`src/rtl/sar_pkg.sv`:
```
package sar_pkg;

  typedef enum logic [1:0] {
    ST_IDLE = 2'd0,
    ST_SMP1 = 2'd1,
    ST_SMP2 = 2'd2,
    ST_CONV = 2'd3
  } sar_state_t;

  localparam int SMP1_CLKS = 2;

endpackage

```
`src/rtl/sar_clk_div.sv`:
```
module sar_clk_div #(
  parameter int PRS_W = 5
) (
  input  logic             clk,
  input  logic             rst_n,
  input  logic             run,
  input  logic             restart,
  input  logic [PRS_W-1:0] div_sel,
  output logic             tick
);

  localparam int CNT_W = PRS_W + 1;

  logic [CNT_W-1:0] cnt_q, cnt_n;

  // terminal count is 2*(div_sel+1)-1 = {div_sel,1}
  assign tick = run && !restart && (cnt_q == {div_sel, 1'b1});

  always_comb begin
    cnt_n = cnt_q;
    if (restart || !run) begin
      cnt_n = '0;
    end else if (tick) begin
      cnt_n = '0;
    end else begin
      cnt_n = cnt_q + CNT_W'(1);
    end
  end

  always_ff @(posedge clk or negedge rst_n) begin
    if (!rst_n) begin
      cnt_q <= '0;
    end else begin
      cnt_q <= cnt_n;
    end
  end

  // conversion clock period is at least two bus cycles
  assert_tick_spacing_R1: assert property (@(posedge clk) disable iff (!rst_n)
    tick |=> !tick);

endmodule

```
`src/rtl/sar_seq.sv`:
```
module sar_seq
  import sar_pkg::*;
#(
  parameter int RES_HI = 10,
  parameter int RES_LO = 8,
  parameter int SMP_W  = 2,
  parameter int BIT_W  = $clog2(RES_HI)
) (
  input  logic             clk,
  input  logic             rst_n,
  input  logic             start,
  input  logic             abort,
  input  logic             tick,
  input  logic [SMP_W-1:0] smp_code,
  input  logic             res8,
  output logic             busy,
  output logic             done,
  output logic             sar_clear,
  output logic             sar_load,
  output logic             sar_step,
  output logic [BIT_W-1:0] bit_idx
);

  localparam int PH_W = (1 << SMP_W) + 1;

  sar_state_t       state_q, state_n;
  logic [PH_W-1:0]  ph_q, ph_n;
  logic [BIT_W-1:0] bit_q, bit_n;
  logic             done_q, done_n;
  logic [PH_W-1:0]  smp_last;
  logic             adv;

  assign smp_last = (PH_W'(2) << smp_code) - PH_W'(1);
  assign adv      = tick && !abort && !start;

  always_comb begin
    state_n = state_q;
    ph_n    = ph_q;
    bit_n   = bit_q;
    done_n  = 1'b0;
    if (abort) begin
      state_n = ST_IDLE;
      ph_n    = '0;
    end else if (start) begin
      state_n = ST_SMP1;
      ph_n    = '0;
    end else if (tick) begin
      case (state_q)
        ST_SMP1: begin
          if (ph_q == PH_W'(SMP1_CLKS - 1)) begin
            state_n = ST_SMP2;
            ph_n    = '0;
          end else begin
            ph_n = ph_q + PH_W'(1);
          end
        end
        ST_SMP2: begin
          if (ph_q == smp_last) begin
            state_n = ST_CONV;
            ph_n    = '0;
            bit_n   = res8 ? BIT_W'(RES_LO - 1) : BIT_W'(RES_HI - 1);
          end else begin
            ph_n = ph_q + PH_W'(1);
          end
        end
        ST_CONV: begin
          if (bit_q == '0) begin
            state_n = ST_IDLE;
            done_n  = 1'b1;
          end else begin
            bit_n = bit_q - BIT_W'(1);
          end
        end
        default: ;
      endcase
    end
  end

  always_ff @(posedge clk or negedge rst_n) begin
    if (!rst_n) begin
      state_q <= ST_IDLE;
      ph_q    <= '0;
      bit_q   <= '0;
      done_q  <= 1'b0;
    end else begin
      state_q <= state_n;
      ph_q    <= ph_n;
      bit_q   <= bit_n;
      done_q  <= done_n;
    end
  end

  assign busy      = (state_q != ST_IDLE);
  assign done      = done_q;
  assign sar_clear = start && !abort;
  assign sar_load  = adv && (state_q == ST_SMP2) && (ph_q == smp_last);
  assign sar_step  = adv && (state_q == ST_CONV);
  assign bit_idx   = bit_q;

  // completion pulse is a single bus cycle
  assert_done_pulse_R7: assert property (@(posedge clk) disable iff (!rst_n)
    done |=> !done);

  // busy is low while done is reported
  assert_done_idle_R7: assert property (@(posedge clk) disable iff (!rst_n)
    done |-> !busy);

  // configuration write leaves the block idle with no completion
  assert_abort_idle_R9: assert property (@(posedge clk) disable iff (!rst_n)
    abort |=> (!busy && !done));

endmodule

```
`src/rtl/sar_reg.sv`:
```
module sar_reg #(
  parameter int RES_HI = 10,
  parameter int BIT_W  = $clog2(RES_HI)
) (
  input  logic              clk,
  input  logic              rst_n,
  input  logic              clear,
  input  logic              load,
  input  logic              step,
  input  logic [BIT_W-1:0]  load_idx,
  input  logic [BIT_W-1:0]  bit_idx,
  input  logic              cmp_gt,
  output logic [RES_HI-1:0] trial,
  output logic [RES_HI-1:0] result
);

  logic [RES_HI-1:0] sar_q, sar_n;
  logic [RES_HI-1:0] res_q, res_n;

  always_comb begin
    sar_n = sar_q;
    res_n = res_q;
    if (clear) begin
      sar_n = '0;
    end else if (load) begin
      sar_n           = '0;
      sar_n[load_idx] = 1'b1;
    end else if (step) begin
      if (cmp_gt) begin
        sar_n[bit_idx] = 1'b0;
      end
      if (bit_idx != '0) begin
        sar_n[bit_idx - BIT_W'(1)] = 1'b1;
      end else begin
        res_n = sar_n;
      end
    end
  end

  always_ff @(posedge clk or negedge rst_n) begin
    if (!rst_n) begin
      sar_q <= '0;
      res_q <= '0;
    end else begin
      sar_q <= sar_n;
      res_q <= res_n;
    end
  end

  assign trial  = sar_q;
  assign result = res_q;

  // a fresh search holds exactly one set bit
  assert_load_onehot_R4: assert property (@(posedge clk) disable iff (!rst_n)
    load |=> $onehot0(trial) && (trial != '0));

endmodule

```
`src/rtl/sar_conv_timer.sv`:
```
module sar_conv_timer #(
  parameter int RES_HI = 10,
  parameter int RES_LO = 8,
  parameter int PRS_W  = 5,
  parameter int SMP_W  = 2
) (
  input  logic              clk,
  input  logic              rst_n,
  input  logic              cfg_wr,
  input  logic [PRS_W-1:0]  prs,
  input  logic [SMP_W-1:0]  smp_code,
  input  logic              res8,
  input  logic              start,
  input  logic              cmp_gt,
  output logic [RES_HI-1:0] dac_code,
  output logic              busy,
  output logic              done,
  output logic [RES_HI-1:0] result
);

  localparam int BIT_W = $clog2(RES_HI);

  logic             start_acc;
  logic [PRS_W-1:0] prs_q;
  logic [SMP_W-1:0] smp_q;
  logic             res8_q;
  logic             tick;
  logic             sar_clear, sar_load, sar_step;
  logic [BIT_W-1:0] bit_idx, load_idx;

  assign start_acc = start && !cfg_wr;
  assign load_idx  = res8_q ? BIT_W'(RES_LO - 1) : BIT_W'(RES_HI - 1);

  always_ff @(posedge clk or negedge rst_n) begin
    if (!rst_n) begin
      prs_q  <= '0;
      smp_q  <= '0;
      res8_q <= 1'b0;
    end else if (start_acc) begin
      prs_q  <= prs;
      smp_q  <= smp_code;
      res8_q <= res8;
    end
  end

  sar_clk_div #(.PRS_W(PRS_W)) i_div (
    .clk     (clk),
    .rst_n   (rst_n),
    .run     (busy),
    .restart (start_acc),
    .div_sel (prs_q),
    .tick    (tick)
  );

  sar_seq #(.RES_HI(RES_HI), .RES_LO(RES_LO), .SMP_W(SMP_W), .BIT_W(BIT_W)) i_seq (
    .clk       (clk),
    .rst_n     (rst_n),
    .start     (start_acc),
    .abort     (cfg_wr),
    .tick      (tick),
    .smp_code  (smp_q),
    .res8      (res8_q),
    .busy      (busy),
    .done      (done),
    .sar_clear (sar_clear),
    .sar_load  (sar_load),
    .sar_step  (sar_step),
    .bit_idx   (bit_idx)
  );

  sar_reg #(.RES_HI(RES_HI), .BIT_W(BIT_W)) i_reg (
    .clk      (clk),
    .rst_n    (rst_n),
    .clear    (sar_clear),
    .load     (sar_load),
    .step     (sar_step),
    .load_idx (load_idx),
    .bit_idx  (bit_idx),
    .cmp_gt   (cmp_gt),
    .trial    (dac_code),
    .result   (result)
  );

  // trial code is zero when a conversion begins
  assert_clear_on_start_R3: assert property (@(posedge clk) disable iff (!rst_n)
    $rose(busy) |-> (dac_code == '0));

  // result moves only together with the completion pulse
  assert_result_hold_R8: assert property (@(posedge clk) disable iff (!rst_n)
    !$stable(result) |-> done);

  // 8-bit mode keeps the upper code bits clear
  assert_res8_range_R6: assert property (@(posedge clk) disable iff (!rst_n)
    (res8_q && (busy || done)) |-> (dac_code[RES_HI-1:RES_LO] == '0));

endmodule

```
`config.mk`:
```
export PLATFORM = sky130hd
export DESIGN_NAME = sar_conv_timer
export DESIGN_NICKNAME = d
export VERILOG_FILES = /design/src/rtl/sar_pkg.sv /design/src/rtl/sar_clk_div.sv /design/src/rtl/sar_seq.sv /design/src/rtl/sar_reg.sv /design/src/rtl/sar_conv_timer.sv
export SDC_FILE = /design/constraint.sdc
export NUM_CORES = 1
export LEC_CHECK = 0
export CAP_MARGIN = 20
export CORE_MARGIN = 1
export CORE_UTILIZATION = 38
export CTS_CLUSTER_DIAMETER = 40
export DETAILED_ROUTE_END_ITERATION = 7
export PLACE_DENSITY = 0.7
export SETUP_SLACK_MARGIN = 0.1
export SLEW_MARGIN = 25
export SYNTH_ARGS = -nofsm -noshare
export SYNTH_HDL_FRONTEND = slang
export SYNTH_SLANG_ARGS = --single-unit
```
`constraint.sdc`:
```
create_clock -name clk -period 2.1 [get_ports clk]
set_clock_uncertainty 0.1 [all_clocks]
set_input_delay 0.63 -clock clk [delete_from_list [all_inputs] [get_ports clk]]
set_output_delay 0.63 -clock clk [all_outputs]
set_load 0.01 [all_outputs]
```
==> flow_summary_export.csv <==
group,metric,value,unit
critical_path,critPathMostFrequentCell,"a211oi_1",
critical_path,crit_path_start_kind,"flip-flop",
synth,yosysTopAreaCellShare,41.88,%
place,place_ws,-0.4432,ns
timing,rsz0062_at_grt,"yes",
power,power.leakage,0.001816,µW
floorplanning,num_rows,30,
timing,slew_viol_final,0,
synth,syn_area_per_cell,10.14,µm²
place,portBuffers,34,
layout,fillers,614,
synth,yosysSeqAreaShare,41.88,%
layout,final_common_cell,"buf_4",
layout,regArea,1160,µm²
timing,max_slew.worst_pin.slew,0.5762,ns
routing,vias,2483,
timing,setup_viol,2,
clock_tree,cts_root_buffer,"clkbuf_8",
grt,globalRouteTotalUtil,19.15,%
synth,synthTopCellsByArea,"dfrtp_1 42%, mux2_2 6.6%, ha_1 5.5%, nand3_1 3.3%, o21ai_0 2.4%",
grt,antenna_found_initial,0,
synth,yosysWarnings,0,
synth,synth-edff-count,0,
synth,mappedNetlistArea,2749,µm²
routing,totalWireLength,7042,µm
timing,period_needed,2.152,ns
layout,area_growth,47.43,%
synth,syn_nets,296,
place,dp.cells,436,
synth,yosysUniqueCellTypes,61,
routing,postRouteAntennaNets,0,
critical_path,crit_fanout,5,
outcome,outcome,"complete, but fails checks",
layout,nets,397,
timing,clock.fmax,0.4648,GHz
timing,max_slew_margin,61.59,%
routing,firstDrtPassIters,4,
floorplanning,initial_utilization,39.80,%
clock_tree,numCtsBuffers,5,
floorplanning,boundaryPins,35,
grt,grt_pass1_wl,11330,µm
place,place.gp.congestion,0.8349,
place,dpl.hpwl,4998,µm
critical_path,slowest_delay,0.48,ns
clock_tree,clkTransAtPathRegs,0.09,ns
floorplanning,dieHeight,87.05,µm
critical_path,cp_cell_sequence,"ha_1 > or4b_4 > a221o_1 > nor3_2 > a211oi_1 > a211oi_1",
worst_hold_path,hold_class,"input pin to async pin",
layout,instances_no_fill,468,
floorplanning,core_area,6907,µm²
synth,async_flop_share,100.0,%
routing,drc_errors,0,
clock_tree,cts_sinks,46,
floorplanning,dieWidth,87.05,µm
timing,whs,0.2240,ns
power,p_per_area,415.9,nW/µm²
critical_path,endpoint_kind,"flip-flop",
grt,grt_pass1_vias,2404,
outcome,violations,"negative setup slack",
clock_tree,htree_levels,2,
clock_tree,cts_max_path_buffers,2,
run,drv_cap,0,
synth,synth.largest_area_cell,"dfrtp_1",
routing,wl_per_cell,15.05,µm
critical_path,crit_required,2.19,ns
layout,antennaDiodeCount,0,
floorplanning,dieArea,7578,µm²
grt,grt_max_degree,24,
critical_path,cp.arrival,2.24,ns
layout,drive_gt1_share,41.94,%
clock_tree,clk_latency,0.30,ns
timing,worst_slack,-0.05169,ns
timing,finalCritPeriodShare,102.5,%
timing,finalHoldViolations,0,
synth,syn_inst,271,
layout,layout_common_cells,"66 x buf_4, 39 x dfrtp_1, 26 x clkdlybuf4s50_1",
layout,multi_input_comb_area,1734,µm²
synth,synth_flop_cell,"dfrtp_1",
grt,grt_overflow,0,
routing,viasPerCell,5.306,
synth,ys_ff_latch,46,
critical_path,crit_slowest_cell,"or4b_4",
critical_path,crit_type,"flip-flop to flip-flop",
clock_tree,cts_tree,"done",
power,peakVddDrop,0.3850,mV
routing,drt_iter0_markers,140,
-- final timing paths --
kind                                 start          endpoint  slack, ns  cells past startpoint
max in group asynchronous            rst_n          prs_q[4]       1.15                      2
setup reg to reg             i_seq.ph_q[0]  i_seq.state_q[0]      -0.05                      6
setup / recovery             i_seq.ph_q[0]  i_seq.state_q[0]      -0.05                      6
hold reg to reg            i_reg.result[4]   i_reg.result[4]       0.42                      1
hold / removal                       rst_n     i_seq.ph_q[0]       0.22                      1
min in group clk           i_reg.result[4]   i_reg.result[4]       0.42                      1
-- metrics by stage --
step	power [µW]	TNS [ns]	area (µm²)	utilization [%]
finish	1686	-0.07809	4053	58.68
global route	1753	-0.2004	4053	58.68
CTS	1663	0	3775	54.66
detailed placement	1142	-13.56	3555	51.47
global placement	1136	-12.39	3555	51.47
floorplan	1041	0	2796	-
-- where the power goes --
part           internal [µW]  leakage, µW  switching (µW)
registers                911     0.000590            28.7
clock network            224    0.0000438             295
logic                    124      0.00118             102
-- cell families after synthesis --
group / after synthesis / share of synthesized area (%)
AND/OR/NAND/NOR: 96 / 20.21
XOR/XNOR: 9 / 2.868
flip-flops: 46 / 41.88
adder cells (fa/ha/maj): 12 / 5.462
multiplexers: 22 / 8.739
buffers and inverters: 27 / 4.188
AO/OA/AOI/OAI: 59 / 16.66
-- critical path, delay by kind of cell (launching register included) --
kind,cells,cell delay [ns]
compound gates,3,0.70
simple gates,2,0.66
fa+ha+maj,1,0.17
flops,1,0.43
-- layout make-up --
| class | count | area share (%) |
|---|---|---|
| Clock buffer | 5 | 1.698 |
| Clock inverter | 2 | 0.2470 |
| Inverter | 15 | 1.451 |
| Multi-Input combinational cell | 198 | 42.79 |
| Sequential cell | 46 | 28.62 |
| Tap cell | 96 | 2.964 |
| Timing Repair Buffer | 106 | 22.23 |
-- registers in the layout (all words and copies together) (netlist names) --
signal and count:
i_div.cnt_q 6, i_reg.result 10, i_reg.trial 10, i_seq.bit_idx 4
i_seq.done 1, i_seq.ph_q 5, i_seq.state_q 2, prs_q 5
res8_q 1, smp_q 2
-- cells in the mapped netlist, drive strengths merged (4+ instances only) --
master / count
and3: 5
dfrtp: 46
nor2: 15
a21oi: 7
o21ai: 13
nand3: 19
buf: 6
xnor2: 7
mux2: 16
o211ai: 4
and2: 4
a211oi: 6
nand2b: 5
ha: 12
nand2: 17
nand4: 5
inv: 15
clkbuf: 6
o31ai: 5
mux2i: 6
nor3: 8
-- per-layer routing --
layer / track usage [%] / share of wire (%) / up-vias
li1: - / - / 1198
met1: 24.09 / 44 / 1213
met2: 33.86 / 52 / 64
met3: 3.602 / 3.3 / 8
met4: 4.545 / 0.92 / 0
met5: 0 / 0 / -
-- what timing repair did --
item                                    in CTS  in global routing
endpoints found under the setup margin      38                 41
hold buffers                                 0                  0
buffers inserted                            12                 13
pin swaps                                    5                  6
gates resized for setup                     21                 52
cloned                                       1                  0
hold endpoints to repair                     0                  0
(Power assumes the default switching activity.)
